==> src/rtl/pfg_pkg.sv <==
package pfg_pkg;

    localparam int NUM_CH = 2;

    localparam logic [1:0] ADDR_CTRL = 2'd0;
    localparam logic [1:0] ADDR_SAFE = 2'd1;
    localparam logic [1:0] ADDR_FLAG = 2'd2;

    // control register layout
    localparam int CTRL_EN_LSB    = 0;
    localparam int CTRL_LATCH_LSB = 2;
    localparam int CTRL_W         = 4;

    typedef enum logic [1:0] {
        CH_IDLE    = 2'd0,
        CH_TRIPPED = 2'd1,
        CH_RESUME  = 2'd2
    } ch_state_e;

endpackage

==> src/rtl/pfg_sync.sv <==
module pfg_sync #(
    parameter int STAGES = 2
) (
    input  logic clk,
    input  logic rst_n,
    input  logic d,
    output logic q
);
    // Resets to 0: an unknown input is treated as an asserted fault.
    logic [STAGES-1:0] sr_q;

    generate
        if (STAGES == 1) begin : g_one
            always_ff @(posedge clk or negedge rst_n) begin
                if (!rst_n) sr_q <= '0;
                else        sr_q <= d;
            end
        end else begin : g_many
            always_ff @(posedge clk or negedge rst_n) begin
                if (!rst_n) sr_q <= '0;
                else        sr_q <= {sr_q[STAGES-2:0], d};
            end
        end
    endgenerate

    assign q = sr_q[STAGES-1];

endmodule

==> src/rtl/pfg_channel.sv <==
module pfg_channel
    import pfg_pkg::*;
(
    input  logic clk,
    input  logic rst_n,
    input  logic pin_n_s,
    input  logic enable,
    input  logic latched,
    input  logic boundary,
    input  logic clr_req,
    output logic hold,
    output logic flag
);
    ch_state_e state_q, state_d;
    logic      flag_q, flag_d;
    logic      pin_low;
    logic      trip_evt;

    assign pin_low = ~pin_n_s;

    // state register
    always_ff @(posedge clk or negedge rst_n) begin
        if (!rst_n) begin
            state_q <= CH_TRIPPED;
            flag_q  <= 1'b1;
        end else begin
            state_q <= state_d;
            flag_q  <= flag_d;
        end
    end

    // next state
    always_comb begin
        state_d = state_q;
        if (!enable) begin
            state_d = CH_IDLE;                      // disable
        end else begin
            unique case (state_q)
                CH_IDLE: begin
                    if (pin_low) state_d = CH_TRIPPED;  // trip
                end
                CH_TRIPPED: begin
                    if (!pin_low && (!latched || !flag_q))
                        state_d = CH_RESUME;            // unlock
                end
                CH_RESUME: begin
                    if (pin_low)       state_d = CH_TRIPPED; // trip again
                    else if (boundary) state_d = CH_IDLE;    // resume
                end
                default: state_d = CH_TRIPPED;
            endcase
        end
    end

    assign trip_evt = enable && pin_low &&
                      (state_q == CH_IDLE || state_q == CH_RESUME);

    // flag: set wins over clear; clear only with the pin released
    always_comb begin
        flag_d = flag_q;
        if (trip_evt)                flag_d = 1'b1;
        else if (clr_req && !pin_low) flag_d = 1'b0;
    end

    // outputs
    always_comb begin
        hold = (state_q != CH_IDLE);
        flag = flag_q;
    end


    clr_blocked_chk: assert property (@(posedge clk) disable iff (!rst_n)
        (clr_req && pin_low) |=> flag_q);


    flag_on_trip_chk: assert property (@(posedge clk) disable iff (!rst_n)
        (enable && pin_low && state_q == CH_IDLE) |=> (flag_q && state_q == CH_TRIPPED));


    latch_hold_chk: assert property (@(posedge clk) disable iff (!rst_n)
        (enable && latched && state_q == CH_TRIPPED && flag_q) |=> (state_q == CH_TRIPPED));


    resume_wait_chk: assert property (@(posedge clk) disable iff (!rst_n)
        (enable && state_q == CH_RESUME && !boundary && !pin_low) |=> (state_q == CH_RESUME));


    cycle_release_chk: assert property (@(posedge clk) disable iff (!rst_n)
        (enable && !latched && state_q == CH_TRIPPED && !pin_low) |=> (state_q == CH_RESUME));


    disable_idle_chk: assert property (@(posedge clk) disable iff (!rst_n)
        (!enable) |=> (state_q == CH_IDLE && !hold));

endmodule

==> src/rtl/pfg_regs.sv <==
module pfg_regs
    import pfg_pkg::*;
#(
    parameter int N_OUT  = 6,
    parameter int DW     = 16,
    parameter int ADDR_W = 2
) (
    input  logic              clk,
    input  logic              rst_n,
    input  logic              wr_en,
    input  logic [ADDR_W-1:0] wr_addr,
    input  logic [DW-1:0]     wr_data,
    input  logic [ADDR_W-1:0] rd_addr,
    input  logic [NUM_CH-1:0] flags,
    output logic [NUM_CH-1:0] ch_en,
    output logic [NUM_CH-1:0] ch_latched,
    output logic [N_OUT-1:0]  safe_lvl,
    output logic [NUM_CH-1:0] clr_req,
    output logic [DW-1:0]     rd_data
);
    logic [CTRL_W-1:0] ctrl_q;
    logic [N_OUT-1:0]  safe_q;
    logic              wr_ctrl, wr_safe, wr_flag;

    assign wr_ctrl = wr_en && (wr_addr == ADDR_W'(ADDR_CTRL));
    assign wr_safe = wr_en && (wr_addr == ADDR_W'(ADDR_SAFE));
    assign wr_flag = wr_en && (wr_addr == ADDR_W'(ADDR_FLAG));

    always_ff @(posedge clk or negedge rst_n) begin
        if (!rst_n) begin
            ctrl_q <= '1;       // both enabled, both latched
            safe_q <= '0;
        end else begin
            if (wr_ctrl) ctrl_q <= wr_data[CTRL_W-1:0];
            if (wr_safe) safe_q <= wr_data[N_OUT-1:0];
        end
    end

    always_comb begin
        ch_en      = ctrl_q[CTRL_EN_LSB +: NUM_CH];
        ch_latched = ctrl_q[CTRL_LATCH_LSB +: NUM_CH];
        safe_lvl   = safe_q;
        clr_req    = wr_flag ? wr_data[NUM_CH-1:0] : '0;
    end

    always_comb begin
        rd_data = '0;
        unique case (rd_addr)
            ADDR_W'(ADDR_CTRL): rd_data[CTRL_W-1:0] = ctrl_q;
            ADDR_W'(ADDR_SAFE): rd_data[N_OUT-1:0]  = safe_q;
            ADDR_W'(ADDR_FLAG): rd_data[NUM_CH-1:0] = flags;
            default:            rd_data = '0;
        endcase
    end


    safe_write_chk: assert property (@(posedge clk) disable iff (!rst_n)
        wr_safe |=> (safe_lvl == $past(wr_data[N_OUT-1:0])));

endmodule

==> src/rtl/pwm_fault_guard.sv <==
module pwm_fault_guard
    import pfg_pkg::*;
#(
    parameter int N_OUT       = 6,
    parameter int DW          = 16,
    parameter int ADDR_W      = 2,
    parameter int SYNC_STAGES = 2
) (
    input  logic              clk,
    input  logic              rst_n,
    input  logic [N_OUT-1:0]  pwm_in,
    input  logic              flt_a_n,
    input  logic              flt_b_n,
    input  logic              period_tick,
    input  logic              half_tick,
    input  logic              wr_en,
    input  logic [ADDR_W-1:0] wr_addr,
    input  logic [DW-1:0]     wr_data,
    input  logic [ADDR_W-1:0] rd_addr,
    output logic [DW-1:0]     rd_data,
    output logic [N_OUT-1:0]  pwm_out,
    output logic              fault_irq
);
    logic [NUM_CH-1:0] pin_raw, pin_s;
    logic [NUM_CH-1:0] ch_en, ch_latched, clr_req, hold, flags;
    logic [N_OUT-1:0]  safe_lvl;
    logic              boundary;
    logic              any_hold;

    assign pin_raw  = {flt_b_n, flt_a_n};
    assign boundary = period_tick | half_tick;

    pfg_regs #(.N_OUT(N_OUT), .DW(DW), .ADDR_W(ADDR_W)) u_regs (
        .clk        (clk),
        .rst_n      (rst_n),
        .wr_en      (wr_en),
        .wr_addr    (wr_addr),
        .wr_data    (wr_data),
        .rd_addr    (rd_addr),
        .flags      (flags),
        .ch_en      (ch_en),
        .ch_latched (ch_latched),
        .safe_lvl   (safe_lvl),
        .clr_req    (clr_req),
        .rd_data    (rd_data)
    );

    generate
        for (genvar c = 0; c < NUM_CH; c++) begin : g_ch
            pfg_sync #(.STAGES(SYNC_STAGES)) u_sync (
                .clk   (clk),
                .rst_n (rst_n),
                .d     (pin_raw[c]),
                .q     (pin_s[c])
            );

            pfg_channel u_ch (
                .clk      (clk),
                .rst_n    (rst_n),
                .pin_n_s  (pin_s[c]),
                .enable   (ch_en[c]),
                .latched  (ch_latched[c]),
                .boundary (boundary),
                .clr_req  (clr_req[c]),
                .hold     (hold[c]),
                .flag     (flags[c])
            );


            fault_forces_safe_chk: assert property (@(posedge clk) disable iff (!rst_n)
                (ch_en[c] && !pin_s[c]) |=> (pwm_out == safe_lvl));
        end
    endgenerate

    assign any_hold = |hold;

    always_comb begin
        pwm_out   = any_hold ? safe_lvl : pwm_in;
        fault_irq = |flags;
    end


    resume_needs_both_chk: assert property (@(posedge clk) disable iff (!rst_n)
        (hold[0] && !hold[1]) |-> (pwm_out == safe_lvl));

endmodule

==> config.mk <==
export PLATFORM = sky130hd
export DESIGN_NAME = pwm_fault_guard
export DESIGN_NICKNAME = d
export VERILOG_FILES = /design/src/rtl/pfg_pkg.sv /design/src/rtl/pfg_sync.sv /design/src/rtl/pfg_channel.sv /design/src/rtl/pfg_regs.sv /design/src/rtl/pwm_fault_guard.sv
export SDC_FILE = /design/constraint.sdc
export NUM_CORES = 1
export LEC_CHECK = 0
export BUFFER_PORTS_ARGS = -buffer_cell sky130_fd_sc_hd__buf_2
export CORE_UTILIZATION = 46
export CTS_BUF_LIST = sky130_fd_sc_hd__clkbuf_4
export DETAILED_ROUTE_END_ITERATION = 10
export PLACE_DENSITY = 0.81
export SLEW_MARGIN = 20
export SYNTH_ARGS = -nofsm -noshare
export SYNTH_HDL_FRONTEND = slang
export SYNTH_HIERARCHICAL = 1
export SYNTH_SLANG_ARGS = --single-unit
export TNS_END_PERCENT = 5
==> constraint.sdc <==
create_clock -name clk -period 1.84 [get_ports clk]
set_clock_uncertainty 0.2 [all_clocks]
set_input_delay 0.092 -clock clk [delete_from_list [all_inputs] [get_ports clk]]
set_output_delay 0.092 -clock clk [all_outputs]
set_load 0.1 [all_outputs]
==> results.md, run 1 <==
- The number of nets still failing antenna checks after routing is 0.
- The class of the tightest hold or removal check is primary input to flop.
- From synthesis to final layout, the design area changed by 47.5%.
- The congestion estimate from routability-driven global placement came to between 0.7 and 0.8.
- The number of vias in the routed layout is ~910.
- The max-cap check violation count is 0.
- The floorplan die area is 0.00255 mm2.
- STA puts the critical path data required time at 1.55 ns.
- The critical hold path startpoint is wr_en.
- The start point of the critical path is g_ch[1].u_ch/state_q[1].
- The main combinational cell family by area after synthesis is multiplexers.
- In this design, the largest share of critical-path delay is due to simple AND/OR/NAND/NOR gates.
- Detailed placement finished with a half-perimeter wire length of about 1.6 mm.
- The number of max-slew violations in the final report is 0.
- The fraction of synthesized area in multiplexers is around 20%.
- The vertical die dimension is just over 50 um.
- The CTS tree is done.
- The peak supply drop is 914 uV.
- The number of buffers added by the clock tree synthesis step is 3.
- Buffers placed on the I/O ports in this run total 35.
- In this run the critical register-to-register path is launched from g_ch[1].u_ch/state_q[1].
- After technology mapping, the gate count stands at a little over 90.
- The cell count after placement is between 150 and 200.
- Setup violations remaining at the end of the flow were counted as 6.
- The detail-routed via count per cell is 5.14.
- Once routing completed, OpenROAD measured the worst setup slack at -0.222 ns.
- The cell with the largest stage delay on the worst path is sky130_fd_sc_hd__dfrtp_1.
- The DRC marker count from the first detailed-route iteration is 17.
- The number of fill cells in the layout is about 160.
- Summing the areas of all xor and xnor instances in the mapped netlist gives 0% of the synthesized area.
- The synthesized netlist devotes 6.71% of its cell area to compound gates.
- Clock-pin slew was measured on the worst setup and hold paths at around 0.11 ns.
- The sequential cell area fraction in the yosys report is 47.2%.
- Excluding fillers, the count of instances in the completed layout stands at around 180.
- The critical path goes through or2_4 > nor2_4 > buf_6 > mux2_4 > buf_12.
- The wire length reported by the detailed router is about 2.8 mm.
- The synthesized netlist occupies a cell area of around 0.0011 mm2.
- In this run, distinct cell masters in the synthesized netlist total 22.
- The number of flops mapped to enable cells by yosys is 0.
- STA classifies the critical path endpoint as an output pin.
- For this run, the slowest stage of the critical path takes around 0.40 ns.
- In the final routed layout, each cell accounts on average for about 16 um.
- The number of top-level design ports is 56.
- The power density over the cells is about 1200 mW/mm2.
- After the last flow step, the layout net total stands at 182.
- The number of hold-slack violations in the final timing report came to 0.
- Summing the areas of all fa, ha and maj instances in the mapped netlist gives 0% of the synthesized area.
- The cell type with the largest total area after synthesis is sky130_fd_sc_hd__dfrtp_1.
- Setup repair after global routing could not meet its margin everywhere.
- Of the post-synthesis cell area, the dominant cell type holds 27.7%.
- Global routing consumed, over all layers together, around a quarter of the routing resources.
- In the synthesized netlist the dominant register cell turns out to be sky130_fd_sc_hd__dfrtp_1.
- The clock insertion delay at the later pin of the skew report is 0.31 ns.
- The DRC violation count after routing is 0.
- The area fraction in and, or, nand and nor cells after synthesis is 16.6%.
- The count of warnings emitted by yosys is 6.
- For this run, the top clock speed supported by timing is roughly 480 MHz.
- The analysis attributes to cell leakage a power of roughly 0.78 nW.
- The initialized floorplan defines 17 standard-cell rows.
- The total power draw is between 1.5 and 2 mW.
- The run finished, with violations left.
- Ranked by total cell area, the synthesized netlist is headed by sky130_fd_sc_hd__dfrtp_1, sky130_fd_sc_hd__dfstp_2, sky130_fd_sc_hd__mux2_2.
- The highest net fanout along the worst path is 4.
- The critical path data arrival time is 1.77 ns.
- Entering global routing, the biggest net connects 21 pins.
- The number of global-route vias before repair was just under 1,000.
- The mean instance size in the synthesized netlist is between 10 and 15 um2.
- The kind of critical path is flop to output pin.
- The async set-reset flop share out of synthesis is 100%.
- The number of antenna violations at the first check in global routing was 0.
- The summed negative setup slack over all endpoints is -1.14 ns.
- Clock tree synthesis found a total of 20 sinks.
- The post-route netlist has approximately 55% of its cells at a drive strength greater than 1.
- The number of buffer and inverter instances along the worst setup path is 2.
- The cell sitting at the root of the clock tree is a sky130_fd_sc_hd__clkbuf_4.
- The core region is 0.00221 mm2.
- Summed over all layers, the global routing overflow is 0.
- The wire length of the first global-routing pass is ~4.4 mm.
- In this run the deepest clock path goes through 2 buffers.
- The die outline width is 50.5 um.
- Synthesis inferred 20 register bits.
- The first detailed-routing pass ran for 5 iterations.
- CTS built an H-tree with a depth of 1.
- The number of antenna diodes in the final layout is 0.
- Subtracting the final worst setup slack from the clock period gives roughly 2.1 ns.
- Prior to clock tree synthesis, the placed netlist has a worst setup slack of -0.00854 ns.
- The tightest hold path in the finished design has a slack of 0.0163 ns.
- The final reports fail on negative setup slack.
- The portion of the clock cycle consumed by the worst path in the final layout is 112%.
- STA classifies the critical path startpoint as a flop.
- Once the floorplan was initialized, standard cells occupied between 40% and 50% of the core.
[power breakdown]
group          switching [mW]  internal (mW)  total (mW)  leakage [nW]
Combinational           0.672          0.367        1.04         0.526
Clock                   0.144          0.220       0.364        0.0279
Sequential             0.0576          0.525       0.583         0.229
[cell usage after synthesis (2+ instances only)]
cell                        instances
sky130_fd_sc_hd__a21oi_1            4
sky130_fd_sc_hd__dfstp_2            8
sky130_fd_sc_hd__inv_1              4
sky130_fd_sc_hd__and3b_1            2
sky130_fd_sc_hd__buf_4             10
sky130_fd_sc_hd__nor2_1             6
sky130_fd_sc_hd__mux2i_1            4
sky130_fd_sc_hd__mux2_2            16
sky130_fd_sc_hd__o21ai_0            2
sky130_fd_sc_hd__nor2b_1            2
sky130_fd_sc_hd__or2_2              4
sky130_fd_sc_hd__and3_1             2
sky130_fd_sc_hd__a31oi_1            4
sky130_fd_sc_hd__nor3b_2            2
sky130_fd_sc_hd__o2bb2ai_1          2
sky130_fd_sc_hd__nand2_1            4
sky130_fd_sc_hd__dfrtp_1           12
[metal layers]
layer	vias up	GRT usage, %	wire, um
met2	40	46.0	1590
met3	6	4.24	108
met5	-	0	0
met4	0	12.0	59
li1	410	-	-
met1	449	25.1	1020
[per-stage QoR]
stage	utilization, %	area [um2]
final	72.2	1600
after global routing	72.2	1600
after CTS	71.4	1580
after detailed placement	57.6	1270
after global placement	57.6	1270
after floorplan	-	1120
[tightest hold or removal path: cells and delay by family]
family,cells,cell delay [ns]
and+or+nand+nor,1,0.13
buffers and inverters,1,0.12
muxes,1,0.16
[registers in the layout, summed over array words and instances, names as in the netlist]
signal	flops
u_regs/ctrl_q	4
g_ch.u_ch/flag	2
u_regs/safe_lvl	6
g_ch.u_sync/sr_q	4
g_ch.u_ch/state_q	4
[cells in the final DEF, fill, tap and decap left out, types with 5 or more instances in the layout]
master                          Yosys  layout
sky130_fd_sc_hd__buf_12             0       5
sky130_fd_sc_hd__buf_2              1      27
sky130_fd_sc_hd__buf_4             10       6
sky130_fd_sc_hd__buf_6              0       5
sky130_fd_sc_hd__conb_1             1      10
sky130_fd_sc_hd__dfrtp_1           12      12
sky130_fd_sc_hd__dfstp_2            8       8
sky130_fd_sc_hd__dlygate4sd3_1      0      10
sky130_fd_sc_hd__mux2_2            16      11
sky130_fd_sc_hd__mux2_4             0       5
sky130_fd_sc_hd__nor2_1             6       6
[path summary, 6_finish.rpt]
check / end / slack, ns / cells past startpoint
worst min-delay path: u_regs/safe_lvl[3] / 0.02 / 3
worst max register to register: g_ch[1].u_ch/state_q[1] / 0.52 / 5
max in group asynchronous: u_regs/ctrl_q[3] / 1.07 / 2
worst max-delay path: pwm_out[2] / -0.22 / 5
min in group asynchronous: g_ch[0].u_sync/sr_q[1] / 0.03 / 2
worst min register to register: g_ch[0].u_sync/sr_q[1] / 0.16 / 0
[cell type report]
cell class              instances  area [um2]  share of cell area, %
multi-input cells              67         547                   34.2
flip-flops and latches         20         510                   32.0
repair buffers                 53         437                   27.4
well taps                      28        35.0                   2.19
clock inverters                 1        30.0                   1.88
clock buffers                   3        22.5                   1.41
inverters                       4        15.0                  0.940
[cells by family (layout without fill, tap and decap cells)]
group / after synthesis / in the layout
AO/OA/AOI/OAI: 12 / 12
buffers and inverters: 15 / 61
flip-flops: 20 / 20
multiplexers: 20 / 20
other: 1 / 10
AND/OR/NAND/NOR: 25 / 25
[timing repair]
action	CTS	global route
pin swaps	2	2
setup buffers	4	1
setup endpoints to repair	8	7
endpoints found under the hold margin	34	0
hold buffers	10	0
resized for setup	34	2
Power figures use the tool's default switching activity.
==> inputs of run 2 (changes only) <==
--- a/config.mk
+++ b/config.mk
@@ -7,4 +7,5 @@
 export LEC_CHECK = 0
 export BUFFER_PORTS_ARGS = -buffer_cell sky130_fd_sc_hd__buf_2
+export CORE_ASPECT_RATIO = 0.9
 export CORE_UTILIZATION = 46
 export CTS_BUF_LIST = sky130_fd_sc_hd__clkbuf_4
--- a/constraint.sdc
+++ b/constraint.sdc
@@ -3,3 +3,3 @@
 set_input_delay 0.092 -clock clk [delete_from_list [all_inputs] [get_ports clk]]
 set_output_delay 0.092 -clock clk [all_outputs]
-set_load 0.1 [all_outputs]
+set_load 0.01 [all_outputs]
==> run 2 against run 1 <==
The flow still finishes with violations (negative setup slack). Sequential power decreased by 1%. Core utilization fell by 4.8 points. Count of clock-buffer cells in the layout did not move. Register-to-register slack better by 0.10 ns. Clock power decreased by 48%. Sequential share of layout area grew 2.5 points. Power down 37%. Combinational power is 54% lower. Critical path depth stayed put.
==> results.md, run 2 (synthesis results as in run 1) <==
- The peak clock frequency supported by timing is 525 MHz (+8.4%).
- The count of H-tree levels built during CTS is 1 (unchanged).
- The largest net degree at the start of global routing is 21 (unchanged).
- The total power draw is 1.25 mW (-37%).
- The post-detailed-placement half-perimeter wirelength came to 1.54 mm (-5.7%).
- The relative area change from synthesis to final layout is 37.0%.
- The final routed wire length divided by cell count is 12.3 um (-22%).
- The area of the core region is 0.00220 mm2 (-0.45%).
- The floorplan die area was 0.00255 mm2 (about the same).
- The library cells used most frequently in the layout, excluding fill and tap cells, are sky130_fd_sc_hd__buf_2, sky130_fd_sc_hd__dfrtp_1, sky130_fd_sc_hd__dlygate4sd3_1, sky130_fd_sc_hd__mux2_2, sky130_fd_sc_hd__conb_1.
- The final setup slack of the worst path was -0.0630 ns (+0.159 ns).
- The number of nets in the finished design is 179 (-1.6%).
- The critical path data arrival time is 1.61 ns (-0.16 ns).
- The startpoint kind of the worst setup timing path is a flop.
- The logic depth of the worst register-to-register path is 4 (-1).
- The number of buffers added by the clock tree synthesis step is 3 (unchanged).
- The kind of critical path is flop to output pin.
- The count of TritonRoute iterations in the first routing pass is 4 (-1).
- The final critical path time including I/O delays and setup came to 1.90 ns (-0.159 ns).
- The class of the tightest hold or removal check is primary input to flop.
- The die outline width was 53.1 um (+5.2%).
- The maximum clock insertion buffer count is 2 (unchanged).
- Setup repair after global routing could not meet its margin everywhere.
- The run finished, with violations left.
- TritonCTS built the clock tree.
- The number of diodes is 0 (unchanged).
- The clock-pin transition on the worst setup and hold timing paths is 0.09 ns (-0.02 ns).
- The root buffer cell chosen for the clock tree is sky130_fd_sc_hd__clkbuf_4.
- The leakage power of the design came to 0.739 nW (-5.8%).
- The portion of the clock cycle consumed by the worst path in the final layout came to 103% (-8.6 points).
- The flip-flop count of the largest register after layout came to 6 (unchanged).
- The max-cap check violation count is 0 (unchanged).
- The wire length of the first global-routing pass is 3.38 mm (-23%).
- The highest net fanout along the worst path is 6 (+2).
- The clock insertion delay at the later pin of the skew report is 0.28 ns (-0.03 ns).
- The total routing resource utilization after global routing came to 19.0% (-5.3 points).
- The endpoint required time on the critical path is 1.55 ns (about the same).
- The part of the power in combinational logic came to 38.6% (-14 points).
- The remaining global-route overflow is 0 (unchanged).
- The peak supply drop is 740 uV (-19%).
- The endpoint identified for the worst register-to-register timing path is g_ch[0].u_ch/state_q[1].
- The power density over the cells was 840 mW/mm2 (-32%).
- The reported net switching power is 0.358 mW (-59%).
- The number of vias in the routed layout is 843 (-6.9%).
- The number of top-level design ports is 56 (unchanged).
- The wire length reported by the detailed router was 2.10 mm (-24%).
- The number of buffers inserted by port buffering is 35 (unchanged).
- The number of max-slew violations in the final report is 0 (unchanged).
- The number of antenna violations at the first check in global routing is 0 (unchanged).
- The design area was 0.00148 mm2 (-7.1%).
- The number of sinks driven by the clock tree was 20 (unchanged).
- The share of total power in sequential cells is 46.2% (+17 points).
- The worst hold path terminates at u_regs/safe_lvl[2].
- The start point of the critical path is g_ch[1].u_ch/state_q[0].
- The vertical die dimension is 48.0 um (-4.9%).
- The number of fill cells in the layout came to 183 (+18%).
- The net switching share of the total power is 28.7% (-15 points).
- The part of the total power dissipated in the clock network came to 15.2% (-3.1 points).
- The checks that failed: negative setup slack.
- The number of nets still failing antenna checks after routing is 0 (unchanged).
- The final RePlAce weighted congestion is 0.765 (-4.2%).
- The most common cell after layout, fill and taps aside is sky130_fd_sc_hd__buf_2.
- The row count is 16 (-1).
- The starting density of the core was 49.1% (+0.22 points).
- The area of placed instances is 0.00124 mm2 (-2.4%).
- The critical hold path startpoint is wr_en.
- The reg-to-reg setup timing slack came to 0.62 ns (+0.10 ns).
- The share of post-route cells with drive strength above 1 is 52.8% (-2.6 points).
- The number of stages on the worst hold path is 3 (unchanged).
- The number of failing setup endpoints in the final timing report is 6 (unchanged).
- The detail-routed via count per cell is 4.93 (-4.1%).
- The DRC marker count from the first detailed-route iteration is 5 (-12).
- The DRC violation count after routing is 0 (unchanged).
- The category of the worst setup path capture point is an output pin.
- The number of global-route vias before repair is 790 (-18%).
- The cell internal power dissipation is 0.888 mW (-20%).
- The number of hold-slack violations in the final timing report was 0 (unchanged).
- The worst slack at placement is 0.129 ns (+0.138 ns).
- The startpoint of the most critical register-to-register path is g_ch[0].u_ch/state_q[0].
-- run 2: how the worst max path moves through the flow --
stage          slack (ns)         end  cells after the start
2_1_floorplan        0.33  pwm_out[0]                      3
3_3_place_gp         0.14  pwm_out[0]                      4
3_5_place_dp         0.13  pwm_out[0]                      4
4_1_cts             -0.05  pwm_out[1]                      5
5_1_grt             -0.11  pwm_out[3]                      5
6_report            -0.06  pwm_out[5]                      5
-- run 2: routing by layer --
metal  GRT usage [%]  wire [um]  vias up
met4            4.74         19        0
met5               0          0        -
met2            35.9       1100       29
met1            22.5        887      404
met3            3.49        101        2
li1                -          -      408
-- run 2: worst max-delay path, stage by stage (launching register included) --
cell and delay [ns]:
sky130_fd_sc_hd__dfstp_2 0.38, sky130_fd_sc_hd__or2_4 0.25, sky130_fd_sc_hd__nor2_4 0.12, sky130_fd_sc_hd__buf_12 0.14, sky130_fd_sc_hd__mux2_4 0.31, sky130_fd_sc_hd__buf_6 0.12
-- run 2: stage by stage --
| stage | std cells | setup TNS (ns) | hold slack [ns] | util, % |
|---|---|---|---|---|
| after floorplan | 102 | 0 | -0.404 | - |
| after global placement | 153 | 0 | -0.150 | 56.5 |
| after detailed placement | 153 | 0 | -0.148 | 56.5 |
| after CTS | 170 | -0.303 | 0.0357 | 67.0 |
| after global routing | 171 | -0.624 | 0.0236 | 67.3 |
| final | 171 | -0.335 | 0.0351 | 67.3 |
-- run 2: layout make-up --
cell class                      count  area [um2]  area share (%)
Tap cell                           27        33.8            2.28
Clock buffer                        3        22.5            1.52
Timing Repair Buffer               50         363            24.5
Sequential cell                    20         510            34.4
Inverter                            4        15.0            1.01
Multi-Input combinational cell     67         538            36.3
-- run 2: power by group through the flow --
stage,registers (mW),clock network (mW),logic [mW]
finish,0.576,0.189,0.481
global route,0.587,0.212,0.517
CTS,0.578,0.197,0.469
detailed placement,0.589,0,0.326
global placement,0.585,0,0.317
floorplan,0.571,0,0.235
-- run 2: what timing repair did --
action                                  4_1_cts  5_1_grt
buffers inserted                              4        1
endpoints found under the setup margin        6        6
pin swaps                                     2        2
hold buffers                                 10        0
hold endpoints to repair                     34        0
gates resized for setup                      14        0
